[src/rtl/fes_pkg.sv]
package fes_pkg;

    localparam int UL_W = 11;
    localparam logic [UL_W-1:0] ADDR_A = 11'h555;
    localparam logic [UL_W-1:0] ADDR_B = 11'h2AA;

    localparam logic [7:0] D_KEY_A   = 8'hAA;
    localparam logic [7:0] D_KEY_B   = 8'h55;
    localparam logic [7:0] D_SETUP   = 8'h80;
    localparam logic [7:0] D_SECTOR  = 8'h30;
    localparam logic [7:0] D_CHIP    = 8'h10;
    localparam logic [7:0] D_SUSPEND = 8'hB0;

    typedef enum logic [3:0] {
        ST_READ,
        ST_UL1,
        ST_UL2,
        ST_SETUP,
        ST_UL3,
        ST_UL4,
        ST_WINDOW,
        ST_PREPROG,
        ST_ERASE
    } fes_state_e;

    typedef enum logic [2:0] {
        CK_NONE,
        CK_KEY_A,
        CK_KEY_B,
        CK_SETUP,
        CK_SECTOR,
        CK_CHIP,
        CK_SUSPEND,
        CK_OTHER
    } fes_kind_e;

endpackage

[src/rtl/fes_cmd_decode.sv]
module fes_cmd_decode
    import fes_pkg::*;
(
    input  logic            we,
    input  logic [UL_W-1:0] addr_lo,
    input  logic [7:0]      data,
    output fes_kind_e       kind
);
    always_comb begin
        if (!we)
            kind = CK_NONE;
        else if (data == D_KEY_A && addr_lo == ADDR_A)
            kind = CK_KEY_A;
        else if (data == D_KEY_B && addr_lo == ADDR_B)
            kind = CK_KEY_B;
        else if (data == D_SETUP && addr_lo == ADDR_A)
            kind = CK_SETUP;
        else if (data == D_SECTOR)
            kind = CK_SECTOR;
        else if (data == D_CHIP && addr_lo == ADDR_A)
            kind = CK_CHIP;
        else if (data == D_SUSPEND)
            kind = CK_SUSPEND;
        else
            kind = CK_OTHER;
    end
endmodule

[src/rtl/fes_sector_map.sv]
module fes_sector_map #(
    parameter int ADDR_W  = 18,
    parameter int SECTORS = 8
) (
    input  logic [ADDR_W-1:0]  addr,
    output logic [SECTORS-1:0] hot
);
    localparam int SEL_W = $clog2(SECTORS);

    logic [SEL_W-1:0] idx;
    assign idx = addr[ADDR_W-1 -: SEL_W];

    for (genvar i = 0; i < SECTORS; i++) begin : g_sect
        assign hot[i] = (idx == SEL_W'(i));
    end
endmodule

[src/rtl/fes_down_ctr.sv]
module fes_down_ctr #(
    parameter int W = 8
) (
    input  logic         clk,
    input  logic         rst_n,
    input  logic         load,
    input  logic [W-1:0] load_val,
    input  logic         en,
    output logic         zero
);
    logic [W-1:0] cnt_q;

    always_ff @(posedge clk or negedge rst_n) begin
        if (!rst_n)
            cnt_q <= '0;
        else if (load)
            cnt_q <= load_val;
        else if (en && cnt_q != '0)
            cnt_q <= cnt_q - 1'b1;
    end

    assign zero = (cnt_q == '0);
endmodule

[src/rtl/flash_erase_seq.sv]
module flash_erase_seq
    import fes_pkg::*;
#(
    parameter int ADDR_W     = 18,
    parameter int SECTORS    = 8,
    parameter int WINDOW_CYC = 64,
    parameter int PREP_CYC   = 4,
    parameter int ERASE_CYC  = 6
) (
    input  logic               clk,
    input  logic               rst_n,
    input  logic               bus_we,
    input  logic [ADDR_W-1:0]  bus_addr,
    input  logic [7:0]         bus_din,
    output logic               busy,
    output logic               timer_closed,
    output logic               preprog,
    output logic               erasing,
    output logic [SECTORS-1:0] sel_mask
);
    localparam int MAX_PH = (PREP_CYC > ERASE_CYC) ? PREP_CYC : ERASE_CYC;
    localparam int WIN_W  = $clog2(WINDOW_CYC + 1);
    localparam int PH_W   = $clog2(SECTORS * MAX_PH + 1);
    localparam int CNT_W  = $clog2(SECTORS + 1);

    fes_state_e         state_q, state_d;
    logic [SECTORS-1:0] mask_q, mask_d;
    fes_kind_e          kind;
    logic [SECTORS-1:0] sect_hot;
    logic               win_load, win_zero;
    logic               ph_load, ph_zero;
    logic [PH_W-1:0]    ph_val;
    logic [CNT_W-1:0]   nsel;

    fes_cmd_decode u_dec (
        .we      (bus_we),
        .addr_lo (bus_addr[UL_W-1:0]),
        .data    (bus_din),
        .kind    (kind)
    );

    fes_sector_map #(.ADDR_W(ADDR_W), .SECTORS(SECTORS)) u_map (
        .addr (bus_addr),
        .hot  (sect_hot)
    );

    fes_down_ctr #(.W(WIN_W)) u_win (
        .clk      (clk),
        .rst_n    (rst_n),
        .load     (win_load),
        .load_val (WIN_W'(WINDOW_CYC - 1)),
        .en       (state_q == ST_WINDOW),
        .zero     (win_zero)
    );

    fes_down_ctr #(.W(PH_W)) u_ph (
        .clk      (clk),
        .rst_n    (rst_n),
        .load     (ph_load),
        .load_val (ph_val),
        .en       (state_q == ST_PREPROG || state_q == ST_ERASE),
        .zero     (ph_zero)
    );

    // next state and buffer
    always_comb begin
        state_d  = state_q;
        mask_d   = mask_q;
        win_load = 1'b0;
        unique case (state_q)
            ST_READ: begin
                if (kind == CK_KEY_A) state_d = ST_UL1;
            end
            ST_UL1: begin
                if (kind == CK_KEY_B)      state_d = ST_UL2;
                else if (kind != CK_NONE)  state_d = ST_READ;
            end
            ST_UL2: begin
                if (kind == CK_SETUP)      state_d = ST_SETUP;
                else if (kind != CK_NONE)  state_d = ST_READ;
            end
            ST_SETUP: begin
                if (kind == CK_KEY_A)      state_d = ST_UL3;
                else if (kind != CK_NONE)  state_d = ST_READ;
            end
            ST_UL3: begin
                if (kind == CK_KEY_B)      state_d = ST_UL4;
                else if (kind != CK_NONE)  state_d = ST_READ;
            end
            ST_UL4: begin
                if (kind == CK_SECTOR) begin
                    state_d  = ST_WINDOW;
                    mask_d   = sect_hot;
                    win_load = 1'b1;
                end else if (kind == CK_CHIP) begin
                    state_d = ST_PREPROG;
                    mask_d  = '1;
                end else if (kind != CK_NONE) begin
                    state_d = ST_READ;
                end
            end
            ST_WINDOW: begin
                if (kind == CK_SECTOR) begin
                    mask_d   = mask_q | sect_hot;
                    win_load = 1'b1;
                end else if (kind == CK_NONE || kind == CK_SUSPEND) begin
                    if (win_zero) state_d = ST_PREPROG;
                end else begin
                    state_d = ST_READ;
                    mask_d  = '0;
                end
            end
            ST_PREPROG: begin
                if (ph_zero) state_d = ST_ERASE;
            end
            ST_ERASE: begin
                if (ph_zero) begin
                    state_d = ST_READ;
                    mask_d  = '0;
                end
            end
            default: begin
                state_d = ST_READ;
                mask_d  = '0;
            end
        endcase
    end

    // phase counter reload on each phase entry
    always_comb begin
        nsel    = CNT_W'($countones(mask_d));
        ph_load = (state_d == ST_PREPROG && state_q != ST_PREPROG) ||
                  (state_d == ST_ERASE   && state_q != ST_ERASE);
        if (state_d == ST_PREPROG)
            ph_val = PH_W'(nsel * PREP_CYC - 1);
        else
            ph_val = PH_W'(nsel * ERASE_CYC - 1);
    end

    // state register
    always_ff @(posedge clk or negedge rst_n) begin
        if (!rst_n) begin
            state_q <= ST_READ;
            mask_q  <= '0;
        end else begin
            state_q <= state_d;
            mask_q  <= mask_d;
        end
    end

    // outputs
    always_comb begin
        busy         = 1'b0;
        timer_closed = 1'b0;
        preprog      = 1'b0;
        erasing      = 1'b0;
        unique case (state_q)
            ST_WINDOW:  busy = 1'b1;
            ST_PREPROG: begin busy = 1'b1; timer_closed = 1'b1; preprog = 1'b1; end
            ST_ERASE:   begin busy = 1'b1; timer_closed = 1'b1; erasing = 1'b1; end
            default:    ;
        endcase
        sel_mask = mask_q;
    end
endmodule

[config.mk]
export PLATFORM = sky130hd
export DESIGN_NAME = flash_erase_seq
export DESIGN_NICKNAME = d
export VERILOG_FILES = /design/src/rtl/fes_pkg.sv /design/src/rtl/fes_cmd_decode.sv /design/src/rtl/fes_sector_map.sv /design/src/rtl/fes_down_ctr.sv /design/src/rtl/flash_erase_seq.sv
export SDC_FILE = /design/constraint.sdc
export NUM_CORES = 1
export LEC_CHECK = 0
export CAP_MARGIN = 20
export CORE_MARGIN = 8
export CORE_UTILIZATION = 35
export DETAILED_ROUTE_END_ITERATION = 8
export HOLD_SLACK_MARGIN = 0.1
export SETUP_SLACK_MARGIN = 0.5
export SLEW_MARGIN = 0
export SYNTH_ARGS = -nofsm -noshare
export SYNTH_HDL_FRONTEND = slang
export SYNTH_SLANG_ARGS = --single-unit
[constraint.sdc]
create_clock -name clk -period 8.5 [get_ports clk]
set_input_delay 0.85 -clock clk [delete_from_list [all_inputs] [get_ports clk]]
set_output_delay 0.85 -clock clk [all_outputs]
set_load 0.1 [all_outputs]
## Yosys cells after proc, flatten, opt, wreduce, memory -nomap -nowiden

Index checks and enable logic that the tools add are counted.

| storage, ports and cells | value |
|---|---|
| register bits after elaboration | 25 |
| bits in latches | 0 |
| bits in writable memories | 0 |
| memory bits (read-only) | 0 |
| input port bits | 29 |
| output and inout port bits | 12 |
| logic and storage cells | 113 |
| memories | 0 |

| operators by class | value |
|---|---|
| add/sub/neg operators | 11 |
| multiply operators | 1 |
| divide/modulo/power cells | 0 |
| order comparisons | 0 |
| eq/ne operators | 33 |
| shifts and indexed selects | 0 |
| muxes and demuxes | 38 |
| bitwise operators | 1 |
| reduce and logical (&&, ||, !) cells | 25 |

Operators by type and width:

| operator | count |
|---|---|
| 4-bit 2-to-1 mux | 13 |
| 8-bit 2-to-1 mux | 5 |
| 4-bit case mux with 9 select lines | 1 |
| 8-bit case mux with 4 select lines | 1 |
| 8-bit equality test, second input constant | 3 |
| 3-bit equality test, second input constant | 7 |
| 4-bit by 3-bit equality test with 1-bit output, second input constant | 5 |
| 3-bit 2-to-1 mux | 6 |
| 6-bit 2-to-1 mux | 3 |
| 6-bit by 1-bit subtractor with 6-bit output, second input constant | 3 |
| 7-bit 2-to-1 mux | 2 |
| 3-bit by 2-bit equality test with 1-bit output, second input constant | 4 |
| 11-bit by 10-bit equality test with 1-bit output, second input constant | 1 |
| 11-bit equality test, second input constant | 1 |
| 1-bit by 1-bit adder with 2-bit output | 4 |
| 4-bit by 2-bit equality test with 1-bit output, second input constant | 2 |
| 4-bit equality test, second input constant | 2 |
| 8-bit by 5-bit equality test with 1-bit output, second input constant | 1 |
| 8-bit by 6-bit equality test with 1-bit output, second input constant | 1 |
| 8-bit by 7-bit equality test with 1-bit output, second input constant | 1 |
| 1-bit logical AND | 8 |
| 8-bit bitwise OR | 1 |
| 7-bit logical NOT | 1 |
| 1-bit 2-to-1 mux | 7 |
| other kinds (19) | 26 |

## Depth between registers and ports, before layout

| depth | value |
|---|---|
| depth after elaboration | 20 |
| mapped depth | 28 |
| depth with buffers taken out | 26 |

## By module

From an unflattened synthesis, not the netlist that was laid out.

| unflattened totals | value |
|---|---|
| cell total of the unflattened synthesis | 306 |
| area total of the unflattened synthesis | 2498.6 um2 |

By module, submodules not included:

| module | times used | cells an instance | area each (um2) | sequential area each (um2) |
|---|---|---|---|---|
| flash_erase_seq | 1 | 178 | 1402.6 | 300.3 |
| fes_down_ctr (u_win) | 1 | 52 | 461.7 | 175.2 |
| fes_down_ctr (u_ph) | 1 | 44 | 395.4 | 150.1 |
| fes_cmd_decode | 1 | 24 | 173.9 | 0.0 |
| fes_sector_map | 1 | 8 | 65.1 | 0.0 |

## Least setup slack after synthesis

OpenSTA, ideal clock, no wires.

| timing | value |
|---|---|
| path type | in2reg |
| start | input port bus_din[0] |
| end | register u_ph.cnt_q[5] |
| library setup time | 0.126 ns |
| arrival | 6.714 ns |
| required time | 8.374 ns |
| slack | 1.660 ns |
| cell stages on the path | 25 |
| path buffers | 1 |
| path through | or4_1 -> buf_2 -> o31ai_1 -> and2_1 -> nand2_1 -> nor2_1 -> a31oi_1 -> o22ai_1 -> fa_1 -> inv_1 -> fa_1 -> fa_1 -> inv_1 -> ha_1 -> fa_1 -> xor2_1 -> inv_1 -> ha_1 -> ha_1 -> a21oi_1 -> xnor2_1 -> a221oi_1 -> mux2i_1 -> xnor2_1 -> mux2i_1 |

| between the ends | value |
|---|---|
| cells in the longest elaborated chain, start to end | 20 |
| elaborated cells between the ends (all ways) | 60 |
| those cells by class | 9 x add/sub; 1 x mul; 14 x eq/ne; 25 x mux; 11 x reduce/logical |

Ends and longest elaborated chain:

| what | line | text |
|---|---|---|
| from (decl) | flash_erase_seq.sv:14 | `input logic [7:0] bus_din,` |
| 8-bit equality test or 8-bit by 5-bit equality test with 1-bit output (tied branches) | fes_cmd_decode.sv:22, fes_cmd_decode.sv:20 |  |
| 1-bit 2-to-1 mux or 1-bit logical AND (tied branches) | fes_cmd_decode.sv:22, fes_cmd_decode.sv:20 |  |
| 3-bit 2-to-1 mux | fes_cmd_decode.sv:20 | `else if (data == D_CHIP && addr_lo == ADDR_A)` |
| 3-bit 2-to-1 mux | fes_cmd_decode.sv:18 | `else if (data == D_SECTOR)` |
| 3-bit 2-to-1 mux | fes_cmd_decode.sv:16 | `else if (data == D_SETUP && addr_lo == ADDR_A)` |
| 3-bit 2-to-1 mux | fes_cmd_decode.sv:14 | `else if (data == D_KEY_B && addr_lo == ADDR_B)` |
| 3-bit 2-to-1 mux (*) | fes_cmd_decode.sv:12 | `else if (data == D_KEY_A && addr_lo == ADDR_A)` |
| 3-bit 2-to-1 mux (*) | fes_cmd_decode.sv:10 | `if (!we)` |
| (+5 left out) | n/a |  |
| via mask_d[3] | flash_erase_seq.sv:27 | `logic [SECTORS-1:0] mask_q, mask_d;` |
| 1-bit by 1-bit adder with 2-bit output (not written as such) (*) | flash_erase_seq.sv:131 | `nsel = CNT_W'($countones(mask_d));` |
| 2-bit by 2-bit adder with 3-bit output (not written as such) (*) | flash_erase_seq.sv:131 |  |
| 3-bit by 3-bit adder with 4-bit output (not written as such) (*) | flash_erase_seq.sv:131 |  |
| 4-bit by 2-bit multiplier with 5-bit output | flash_erase_seq.sv:137 | `ph_val = PH_W'(nsel * ERASE_CYC - 1);` |
| 6-bit by 1-bit subtractor with 6-bit output | flash_erase_seq.sv:137 |  |
| 6-bit 2-to-1 mux (*) | flash_erase_seq.sv:134 | `if (state_d == ST_PREPROG)` |
| 6-bit 2-to-1 mux (*) | fes_down_ctr.sv:16 | `else if (load)` |
| to (signal assigned) | fes_down_ctr.sv:17 | `cnt_q <= load_val;` |
| to (signal assigned) | fes_down_ctr.sv:19 | `cnt_q <= cnt_q - 1'b1;` |
| to (decl) | fes_down_ctr.sv:11 | `logic [W-1:0] cnt_q;` |

The timed path passes the listed nets; every way through them passes the cells marked *.
A chain may end at the register's enable or synchronous reset.

## Worst setup path after layout

Ends and elaborated chain as after synthesis.

==> reports/metrics.cfg <==
[placement]
post-dp-hpwl_um = 4260
dpl_cells = 368
io_buffer_count = 36
finalWeightedCongestion = 0.796

[clock_network]
cts_buffers = 3
postCtsSetupRepairBufs = 0
ctsLongestPathBuffers = 2
cts.htree.levels = 1
cts_resized = 0
post_cts_hold_buffer_count = 0
cell_at_the_root_of_the_clock_tree = clkbuf_8
clock-sinks = 25
clk_pin_slew_ps = 90
cts_tree = done
insertion_delay_to_the_later_sink_of_the_worst_skew_pair_ps = 260

[setup_path]
ff2ff_path_depth = 24
r2r_slack_ps = 1880
endpoint_kind = flop
timing.rr.end = u_ph.cnt_q[5]$_DFFE_PN0P_
cp.required_ps = 8650
worst-setup-path-type = input pin to flop
r2r_start = u_ph.cnt_q[2]$_DFFE_PN0P_
worst_setup_path_startpoint = bus_din[0]
critical_path_maximum_fanout = 7
worst-endpoint-arrival_ps = 7520
critical_path.startpoint_type = input pin

[global_routing]
antenna_found_initial = 0
gr-total-overflow = 0
first_global_vias = 1952
grt_first_pass_wirelength_um = 9160
grt_usage_pct = 12.3
grt_max_degree = 26

[yosys]
synthDominantAreaCellType = dfrtp_1
synth-seq-cells = 25
edff_count_synth = 0
synthesized_area_per_cell_um2 = 8.26
yosysUniqueCellTypes = 53
postSynthNetCount = 306
async_flop_share_pct = 100
dominant_cells_by_area_after_synthesis = dfrtp_1, ha_1, nand2_1
syn_inst = 262
synth_area_um2 = 2160
yosys_warnings = 0
synth.yosys.seq_area_share_pct = 28.9
yosys_most_used_dff = dfrtp_1
yosysTopAreaCellShare_pct = 28.9

[floorplanning]
floorplan.initialDensity_pct = 36.3
floorplan.die.height_um = 94.6
io_pins = 41
die-area_um2 = 8960
core_ar_um2 = 5960
num_rows = 28
dieWidth_um = 94.6

[min_path]
hold_class = flop to flop
min_from = u_win.cnt_q[5]$_DFFE_PN0P_
hold_path_depth = 2
worst_hold_path.endpoint = u_win.cnt_q[5]$_DFFE_PN0P_

[finish]
final_core_utilization_pct = 44.6
final-instance-count-excl-fill = 372
post_route_cells_drive_above_1_share_pct = 4.38
fin_nets = 342
layout.cells.most_common_list = clkdlybuf4s50_1, nand2_1, dfrtp_1
fill_cells = 616
layout-area-overhead-vs-synth_pct = 22.8
antenna_cells = 0
most_common_cell_after_layout_fill_and_taps_aside = clkdlybuf4s50_1

[power]
power.leakage_nw = 1.07
powerDensity_nw_per_um2 = 85.3
power.ir.vdd_worst_mv = 0.0577

[sta]
fmax_ghz = 0.136
final.setup_skew_ps = 2.90
final_period_minus_worst_setup_slack_ps = 7380
finalSetupViolations = 0
unrepaired_setup_endpoints_after_global_routing = no
fin_setup_tns_ps = 0
finalMaxSlewViolations = 0
relSlewSlack_pct = 33.5
final_worst_path_period_share_pct = 86.8
slew_at_the_pin_with_the_worst_max_slew_slack_ps = 994
finalHoldViolations = 0

[outcome]
outcome = finished clean

[routing]
drt_iter0_drc = 106
drt-total-wl_um = 5380
avgRoutedWirePerCell_um = 14.5
detail_route.drc_violations = 0
viasPerCell = 5.34
drt.antenna.violating_nets = 0
vias = 1988
drtPass1Iterations = 4

[flow_run]
cap_viol_max_count = 0

layer usage:
layer  vias to the layer above  wire length (um)  track usage [%]
met2                        36              2500             20.1
met1                       928              2590             16.3
li1                       1022                 -                -
met3                         2               252             2.62
met5                         -                 0                0
met4                         0                42             2.60
through the flow:
stage	setup WS (ps)	power, mW	area [um2]	hold WS, ps
2_1_floorplan	1660	0.140	2160	489
3_3_place_gp	890	0.159	2610	512
3_5_place_dp	810	0.160	2610	511
4_1_cts	1090	0.229	2660	537
5_1_grt	649	0.237	2660	597
6_report	1120	0.227	2660	537
registers in the layout, summed over array words and instances (netlist names):
signal,cells
u_win.cnt_q,7
sel_mask,8
state_q,4
u_ph.cnt_q,6
where the power goes:
part	switching, mW	leakage [nW]	internal, mW	total [mW]
registers	0.00208	0.294	0.121	0.123
logic	0.0166	0.758	0.0176	0.0342
clock network	0.0361	0.0228	0.0334	0.0696
total	0.0548	1.07	0.172	0.227
cell usage after synthesis (8+ instances only):
cell / instances
clkbuf_1: 8
inv_1: 20
ha_1: 11
nor3_1: 11
o21ai_0: 16
nor2_1: 17
dfrtp_1: 25
nand2_1: 31
xor2_1: 9
xnor2_1: 8
a21oi_1: 17
cell type report:
cell class	count	area, um2	area share [%]
multi-input cells	208	1430	53.7
inverters	20	75.1	2.82
repair buffers	40	390	14.7
clock buffers	4	45.0	1.69
well taps	75	93.8	3.53
flip-flops and latches	25	626	23.5
cell families after synthesis:
kind of cell,synth area share (%)
and+or+nand+nor,25.4
AOI/OAI and AO/OA,22.8
buffers and inverters,5.09
DFF,28.9
xor gates and xnor gates,6.88
adders and majority gates,10.1
muxes,0.925
critical path, stage by stage:
cell,delay (ps)
clkdlybuf4s50_1,450
or4_1,650
o31a_1,400
nor2_1,300
nand2_1,80
nor2_1,290
a31oi_1,130
o22ai_1,290
fa_1,470
inv_1,70
fa_1,420
fa_1,500
inv_1,50
ha_1,200
fa_1,370
xor2_1,150
buf_4,170
inv_1,50
ha_1,320
ha_1,210
a21oi_1,220
xnor2_1,150
a221oi_1,300
mux2i_1,120
xnor2_1,200
mux2i_1,100
worst max-delay path by stage:
stage / slack (ps) / depth (start not counted) / to
after CTS: 1090 / 26 / u_ph.cnt_q[5]$_DFFE_PN0P_
after global routing: 650 / 24 / u_ph.cnt_q[5]$_DFFE_PN0P_
after global placement: 890 / 26 / u_ph.cnt_q[5]$_DFFE_PN0P_
after detailed placement: 810 / 26 / u_ph.cnt_q[5]$_DFFE_PN0P_
after floorplan: 1660 / 25 / u_ph.cnt_q[5]$_DFFE_PN0P_
final: 1120 / 26 / u_ph.cnt_q[5]$_DFFE_PN0P_
(Power assumes the default switching activity.)
